File: config.mk
export PLATFORM = sky130hd
export DESIGN_NAME = pred_store_queue
export DESIGN_NICKNAME = d
export VERILOG_FILES = /design/src/rtl/psq_pkg.sv /design/src/rtl/psq_ring_ctrl.sv /design/src/rtl/psq_entry_bank.sv /design/src/rtl/psq_drain_port.sv /design/src/rtl/pred_store_queue.sv
export SDC_FILE = /design/constraint.sdc
export NUM_CORES = 1
export LEC_CHECK = 0
export BUFFER_PORTS_ARGS = -buffer_cell sky130_fd_sc_hd__buf_4
export CAP_MARGIN = 30
export CORE_MARGIN = 2
export CORE_UTILIZATION = 40
export DETAILED_ROUTE_END_ITERATION = 10
export PLACE_DENSITY = 0.57
export SKIP_CTS_REPAIR_TIMING = 1
export SYNTH_ARGS = -nofsm -noshare
export SYNTH_HDL_FRONTEND = slang
export SYNTH_SLANG_ARGS = --single-unit
File: constraint.sdc
create_clock -name clk -period 5.1 [get_ports clk]
set_clock_uncertainty 0.15 [all_clocks]
set_input_delay 0.51 -clock clk [delete_from_list [all_inputs] [get_ports clk]]
set_output_delay 0.51 -clock clk [all_outputs]
set_load 0.01 [all_outputs]
File: src/rtl/psq_pkg.sv
package psq_pkg;

   // Disposition of the oldest slot in the ring
   typedef enum logic [1:0] {
      HD_EMPTY = 2'd0,   // nothing held
      HD_WAIT  = 2'd1,   // guard not yet known
      HD_DROP  = 2'd2,   // guard false: discard silently
      HD_ISSUE = 2'd3    // guard true: offer to memory
   } head_state_e;

endpackage

File: src/rtl/psq_ring_ctrl.sv
module psq_ring_ctrl #(
   parameter int DEPTH = 8
) (
   input  logic                     clk,
   input  logic                     rst_n,
   input  logic                     push,
   input  logic                     pop,
   output logic                     full,
   output logic [$clog2(DEPTH)-1:0] wr_ptr,
   output logic [$clog2(DEPTH)-1:0] rd_ptr
);
   localparam int IDX_W = $clog2(DEPTH);
   localparam int CNT_W = IDX_W + 1;
   localparam logic [CNT_W-1:0] CNT_MAX = CNT_W'(DEPTH);

   logic [CNT_W-1:0] count_q;

   always_ff @(posedge clk) begin
      if (!rst_n) begin
         wr_ptr  <= '0;
         rd_ptr  <= '0;
         count_q <= '0;
      end else begin
         if (push) wr_ptr <= wr_ptr + 1'b1;
         if (pop)  rd_ptr <= rd_ptr + 1'b1;
         case ({push, pop})
            2'b10:   count_q <= count_q + 1'b1;
            2'b01:   count_q <= count_q - 1'b1;
            default: count_q <= count_q;
         endcase
      end
   end

   assign full = (count_q == CNT_MAX);

   // The ring never accepts a store into an occupied slot
   assert_no_overflow_R3: assert property (@(posedge clk) disable iff (!rst_n)
      full |-> !push);

   assert_count_bound_R3: assert property (@(posedge clk) disable iff (!rst_n)
      count_q <= CNT_MAX);

   // Oldest-first release: the read pointer advances only by one step
   assert_in_order_R10: assert property (@(posedge clk) disable iff (!rst_n)
      pop |=> rd_ptr == IDX_W'($past(rd_ptr) + 1'b1));

endmodule

File: src/rtl/psq_entry_bank.sv
module psq_entry_bank #(
   parameter int DEPTH  = 8,
   parameter int ADDR_W = 32,
   parameter int DATA_W = 32,
   parameter int MASK_W = DATA_W / 8
) (
   input  logic                     clk,
   input  logic                     rst_n,
   input  logic                     push,
   input  logic [$clog2(DEPTH)-1:0] wr_ptr,
   input  logic [ADDR_W-1:0]        in_addr,
   input  logic [DATA_W-1:0]        in_data,
   input  logic [MASK_W-1:0]        in_mask,
   input  logic                     res_valid,
   input  logic [$clog2(DEPTH)-1:0] res_tag,
   input  logic                     res_pred,
   input  logic                     pop,
   input  logic [$clog2(DEPTH)-1:0] rd_ptr,
   output logic                     head_live,
   output logic                     head_resolved,
   output logic                     head_pred,
   output logic [ADDR_W-1:0]        head_addr,
   output logic [DATA_W-1:0]        head_data,
   output logic [MASK_W-1:0]        head_mask
);
   localparam int IDX_W = $clog2(DEPTH);

   logic [DEPTH-1:0] live_q;
   logic [DEPTH-1:0] done_q;   // guard resolved
   logic [DEPTH-1:0] pred_q;   // guard value once resolved
   logic [ADDR_W-1:0] addr_q [DEPTH];
   logic [DATA_W-1:0] data_q [DEPTH];
   logic [MASK_W-1:0] mask_q [DEPTH];

   // Per-slot control state; a fill takes priority, a fresh slot
   // cannot be resolved in its own fill cycle, and a resolved slot
   // keeps its first verdict
   always_ff @(posedge clk) begin
      if (!rst_n) begin
         live_q <= '0;
         done_q <= '0;
         pred_q <= '0;
      end else begin
         for (int i = 0; i < DEPTH; i++) begin
            if (push && wr_ptr == IDX_W'(i)) begin
               live_q[i] <= 1'b1;
               done_q[i] <= 1'b0;
               pred_q[i] <= 1'b0;
            end else if (pop && rd_ptr == IDX_W'(i)) begin
               live_q[i] <= 1'b0;
               done_q[i] <= 1'b0;
               pred_q[i] <= 1'b0;
            end else if (res_valid && res_tag == IDX_W'(i) && live_q[i] && !done_q[i]) begin
               done_q[i] <= 1'b1;
               pred_q[i] <= res_pred;
            end
         end
      end
   end

   // Payload needs no reset: it is only read behind a live slot
   always_ff @(posedge clk) begin
      for (int i = 0; i < DEPTH; i++) begin
         if (push && wr_ptr == IDX_W'(i)) begin
            addr_q[i] <= in_addr;
            data_q[i] <= in_data;
            mask_q[i] <= in_mask;
         end
      end
   end

   assign head_live     = live_q[rd_ptr];
   assign head_resolved = done_q[rd_ptr];
   assign head_pred     = pred_q[rd_ptr];
   assign head_addr     = addr_q[rd_ptr];
   assign head_data     = data_q[rd_ptr];
   assign head_mask     = mask_q[rd_ptr];

   // A held verdict never changes before the slot leaves
   assert_verdict_kept_R9: assert property (@(posedge clk) disable iff (!rst_n)
      (head_live && head_resolved && !pop) |=> (head_resolved && $stable(head_pred)));

   // A freshly filled slot comes up unresolved
   assert_fill_unresolved_R2: assert property (@(posedge clk) disable iff (!rst_n)
      (push && !head_live) |=> (head_live && !head_resolved));

endmodule

File: src/rtl/psq_drain_port.sv
module psq_drain_port
   import psq_pkg::*;
#(
   parameter int ADDR_W = 32,
   parameter int DATA_W = 32,
   parameter int MASK_W = DATA_W / 8
) (
   input  logic              clk,
   input  logic              rst_n,
   input  logic              head_live,
   input  logic              head_resolved,
   input  logic              head_pred,
   input  logic [ADDR_W-1:0] head_addr,
   input  logic [DATA_W-1:0] head_data,
   input  logic [MASK_W-1:0] head_mask,
   input  logic              mem_ready,
   output logic              mem_valid,
   output logic [ADDR_W-1:0] mem_addr,
   output logic [DATA_W-1:0] mem_data,
   output logic [MASK_W-1:0] mem_mask,
   output logic              pop
);
   head_state_e hstate;

   always_comb begin
      if (!head_live)          hstate = HD_EMPTY;
      else if (!head_resolved) hstate = HD_WAIT;
      else if (!head_pred)     hstate = HD_DROP;
      else                     hstate = HD_ISSUE;
   end

   assign mem_valid = (hstate == HD_ISSUE);
   assign pop       = (hstate == HD_DROP) || ((hstate == HD_ISSUE) && mem_ready);
   assign mem_addr  = head_addr;
   assign mem_data  = head_data;
   assign mem_mask  = head_mask;

   // Write port holds its offer while memory stalls
   assert_hold_stalled_R8: assert property (@(posedge clk) disable iff (!rst_n)
      (mem_valid && !mem_ready) |=>
         (mem_valid && $stable(mem_addr) && $stable(mem_data) && $stable(mem_mask)));

   // A discarded store leaves without a write strobe
   assert_drop_silent_R6: assert property (@(posedge clk) disable iff (!rst_n)
      (head_live && head_resolved && !head_pred) |-> (pop && !mem_valid));

   // Nothing leaves while the oldest guard is open
   assert_wait_blocks_R7: assert property (@(posedge clk) disable iff (!rst_n)
      (head_live && !head_resolved) |-> (!pop && !mem_valid));

endmodule

File: src/rtl/pred_store_queue.sv
module pred_store_queue #(
   parameter int ADDR_W = 32,
   parameter int DATA_W = 32,
   parameter int DEPTH  = 8
) (
   input  logic                     clk,
   input  logic                     rst_n,
   input  logic                     enq_valid,
   output logic                     enq_ready,
   input  logic [ADDR_W-1:0]        enq_addr,
   input  logic [DATA_W-1:0]        enq_data,
   input  logic [DATA_W/8-1:0]      enq_mask,
   output logic [$clog2(DEPTH)-1:0] enq_tag,
   input  logic                     res_valid,
   input  logic [$clog2(DEPTH)-1:0] res_tag,
   input  logic                     res_pred,
   output logic                     mem_valid,
   input  logic                     mem_ready,
   output logic [ADDR_W-1:0]        mem_addr,
   output logic [DATA_W-1:0]        mem_data,
   output logic [DATA_W/8-1:0]      mem_mask
);
   localparam int IDX_W  = $clog2(DEPTH);
   localparam int MASK_W = DATA_W / 8;

   // Elaboration-time parameter checks
   if (DEPTH < 2 || (1 << IDX_W) != DEPTH) begin : g_bad_depth
      $error("pred_store_queue: DEPTH must be a power of two, at least 2");
   end
   if (DATA_W < 8 || (DATA_W % 8) != 0) begin : g_bad_data_w
      $error("pred_store_queue: DATA_W must be a whole number of bytes");
   end
   if (ADDR_W < 1) begin : g_bad_addr_w
      $error("pred_store_queue: ADDR_W must be positive");
   end

   logic             full;
   logic             push;
   logic             pop;
   logic [IDX_W-1:0] wr_ptr;
   logic [IDX_W-1:0] rd_ptr;
   logic             head_live;
   logic             head_resolved;
   logic             head_pred;
   logic [ADDR_W-1:0] head_addr;
   logic [DATA_W-1:0] head_data;
   logic [MASK_W-1:0] head_mask;

   assign enq_ready = !full;
   assign push      = enq_valid && !full;
   assign enq_tag   = wr_ptr;

   psq_ring_ctrl #(.DEPTH(DEPTH)) ring_i (
      .clk    (clk),
      .rst_n  (rst_n),
      .push   (push),
      .pop    (pop),
      .full   (full),
      .wr_ptr (wr_ptr),
      .rd_ptr (rd_ptr)
   );

   psq_entry_bank #(
      .DEPTH  (DEPTH),
      .ADDR_W (ADDR_W),
      .DATA_W (DATA_W),
      .MASK_W (MASK_W)
   ) bank_i (
      .clk           (clk),
      .rst_n         (rst_n),
      .push          (push),
      .wr_ptr        (wr_ptr),
      .in_addr       (enq_addr),
      .in_data       (enq_data),
      .in_mask       (enq_mask),
      .res_valid     (res_valid),
      .res_tag       (res_tag),
      .res_pred      (res_pred),
      .pop           (pop),
      .rd_ptr        (rd_ptr),
      .head_live     (head_live),
      .head_resolved (head_resolved),
      .head_pred     (head_pred),
      .head_addr     (head_addr),
      .head_data     (head_data),
      .head_mask     (head_mask)
   );

   psq_drain_port #(
      .ADDR_W (ADDR_W),
      .DATA_W (DATA_W),
      .MASK_W (MASK_W)
   ) drain_i (
      .clk           (clk),
      .rst_n         (rst_n),
      .head_live     (head_live),
      .head_resolved (head_resolved),
      .head_pred     (head_pred),
      .head_addr     (head_addr),
      .head_data     (head_data),
      .head_mask     (head_mask),
      .mem_ready     (mem_ready),
      .mem_valid     (mem_valid),
      .mem_addr      (mem_addr),
      .mem_data      (mem_data),
      .mem_mask      (mem_mask),
      .pop           (pop)
   );

   // Reset leaves the buffer accepting and silent
   assert_reset_state_R1: assert property (@(posedge clk)
      !rst_n |=> (enq_ready && !mem_valid));

endmodule

==> flow_summary.toml <==
[clock_tree]
clk-insertion-delay-late_ns = 0.63
cts_max_level = 2
cts_tree = "done"
root_buffer = "clkbuf_16"
clock-sinks = 581
cts.reportedPaths.clkPinSlew_ns = 0.06
cts_buffer_depth = 3
cts_buffers = 59

[critical_path]
crit_path_start_kind = "flip-flop"
ff2ff_path_depth = 11
r2r_end = "ring_i.count_q[2]$_SDFFE_PN0P_"
worstSetupEndpointType = "output pin"
critical_path_arrival_ns = 2.97
slowest_stage = "dfxtp_4"
cp_data_required_time_ns = 4.44
crit_fanout = 73
r2r_slack_ns = 1.52
crit_chain = "buf_12, mux4_2, mux2_2, buf_4"
rr_startpoint = "ring_i.rd_ptr[0]$_SDFFE_PN0P_"
max_stage_delay_ns = 0.65
path_class = "flip-flop to output pin"

[synthesis]
syn_nets = 1109
avgSynthCellArea_um2 = 22.1
synth-edff-count = 544
ys.flop_type = "edfxtp_1"
netlist_top_cells_area = "edfxtp_1 73%, mux4_2 14%, mux2_2 3.7%, dfxtp_1 3.3%, ha_1 0.83%"
synth-seq-area-share_pct = 75.9
synth_warnings = 0
synth_top_area_share_pct = 72.7
netlist_instances = 1017
ys_ff_latch = 581
synth_area_um2 = 22500
synth_cell_types = 45
async_flop_share_pct = 0
synth_area_leader_cell = "edfxtp_1"

[timing]
rsz0062_at_grt = "no"
slew-limit-headroom_pct = 36.8
min_period_over_period_pct = 71.2
final.setup.tns_ns = 0
final_hold_viol_count = 0
max_slew.worst_pin.slew_ns = 0.948
worst_slack_ns = 1.47
post-route-min-period_ns = 3.63
slew_violations = 0
fmax_ghz = 0.275
setup_violations = 0

[route]
ant_nets = 0
wl_mm = 46.8
vias_per_cell = 5.19
drt_iter0_markers = 785
avgRoutedWirePerCell_um = 22.7
drc_errors = 0
drtPass1Iterations = 5
via_count = 10700

[global_routing]
grt.total_usage_pct = 16.4
grt_pass1_vias = 11100
antenna_found_initial = 5
grt_pass1_wl_mm = 70.1
grt_max_degree = 74
gr-total-overflow = 0

[layout]
final-seq-area_um2 = 17100
instances_no_fill = 2066
fillers = 4560
drive_gt1_share_pct = 37.0
final_nets = 1361
multi_input_area_um2 = 5110
syn2layout_area_growth_pct = 20.5

[die]
die_w_um = 241
boundaryPins = 150
core.rowCount = 86
start_util_pct = 40.7
die-height_um = 241
die_area_um2 = 58100
core_um2 = 55300

[place]
place_congestion = 0.825
hpwl_mm = 25.3
port_buffers = 149
dp.cells = 1886
pre_cts_ws_ns = 1.56

[power]
power_leakage_uw = 0.00876
power_density_nw_per_um2 = 387
peakVddDrop_mv = 0.282

[hold_path]
hold_end = "bank_i.pred_q[3]$_SDFFE_PP0P_"
hold_class = "input port to flip-flop"
hold_depth = 3
hold_start = "res_pred"

[job]
drv_cap = 0

[run_status]
run_status = "complete, no violations"
-- per-stage QoR --
| step | util (%) | hold WS [ns] | power [µW] | instance area [µm²] |
|---|---|---|---|---|
| CTS | 47.6 | -0.0858 | 10600 | 26400 |
| detailed placement | 44.4 | 0.371 | 6490 | 24500 |
| global route | 49.0 | 0.129 | 10900 | 27100 |
| finish | 49.0 | 0.121 | 10500 | 27100 |
| global placement | 44.3 | 0.366 | 6470 | 24500 |
| floorplan | - | 0.322 | 6060 | 22500 |
-- per-layer routing --
metal,vias up,track usage [%],part of all wire (%),wire length (µm)
met5,-,0,0.053,25
met4,4,4.15,1.7,805
met3,63,3.91,5.2,2430
met2,249,25.2,46,21700
met1,5648,23.6,47,21900
li1,4756,-,-,-
-- cells in the mapped netlist (all sizes together), types with 11 or more instances --
master	count
a31oi	11
nand2	17
inv	18
buf	25
clkbuf	24
dfxtp	37
nand3	21
mux2	74
mux4	142
ha	15
edfxtp	544
-- critical path, delay by kind of cell, from the launching register on --
kind	cells	cell delay [ns]
multiplexers	2	0.90
buffers and inverters	2	0.71
flip-flops	1	0.65
-- kinds of logic after synthesis --
group                      after synthesis  synth area share [%]
DFF                                    581                  75.9
muxes                                  223                  18.3
and+or+nand+nor                         80                  2.11
buffers and inverters                   67                  1.35
AOI/OAI and AO/OA                       46                  1.31
adders and majority gates               15                 0.835
xor gates and xnor gates                 5                 0.195
-- layout make-up --
class | count | share of cell area [%]
sequential | 581 | 63.1
multi-input combinational | 369 | 18.8
timing repair buffer | 240 | 7.61
clock buffer | 70 | 5.60
tap | 748 | 3.45
clock inverter | 37 | 1.09
inverter | 18 | 0.286
antenna | 3 | 0.0277
-- layout by cell type, fill, tap and decap left out, drive strengths merged, types with 8 or more instances in the layout --
cell type and count:
buf 172, clkbuf 70, dfxtp 37, mux2 74
ha 15, nand3 21, nand2b 8, dlygate4sd3 68
nand4b 8, mux4 142, a31oi 11, o21ai 10
edfxtp 544, clkinv 39, a21oi 10, inv 13
nand2 17
-- where the power goes --
part | switching (µW) | internal [µW]
registers | 68.1 | 5360
clock network | 1790 | 2280
logic | 472 | 511
-- sequential cells by signal (all words and copies together), names as in the netlist, named ones only --
signal and cells:
ring_i.count_q 4, bank_i.live_q 8, bank_i.addr_q 256, ring_i.rd_ptr 3, bank_i.pred_q 8, ring_i.wr_ptr 3, bank_i.done_q 8, bank_i.data_q 256
bank_i.mask_q 32
-- worst max path at each step --
| stage | to | slack [ns] | start |
|---|---|---|---|
| CTS | mem_mask[2] | 1.35 | flip-flop |
| global route | ring_i.count_q[2]$_SDFFE_PN0P_ | 1.17 | ring_i.rd_ptr[0]$_SDFFE_PN0P_ |
| floorplan | ring_i.count_q[2]$_SDFFE_PN0P_ | 2.07 | ring_i.rd_ptr[0]$_SDFFE_PN0P_ |
| finish | mem_mask[2] | 1.47 | flip-flop |
| detailed placement | ring_i.count_q[2]$_SDFFE_PN0P_ | 1.56 | ring_i.rd_ptr[0]$_SDFFE_PN0P_ |
| global placement | ring_i.count_q[2]$_SDFFE_PN0P_ | 1.57 | ring_i.rd_ptr[0]$_SDFFE_PN0P_ |
Power figures use the tool's default switching activity.
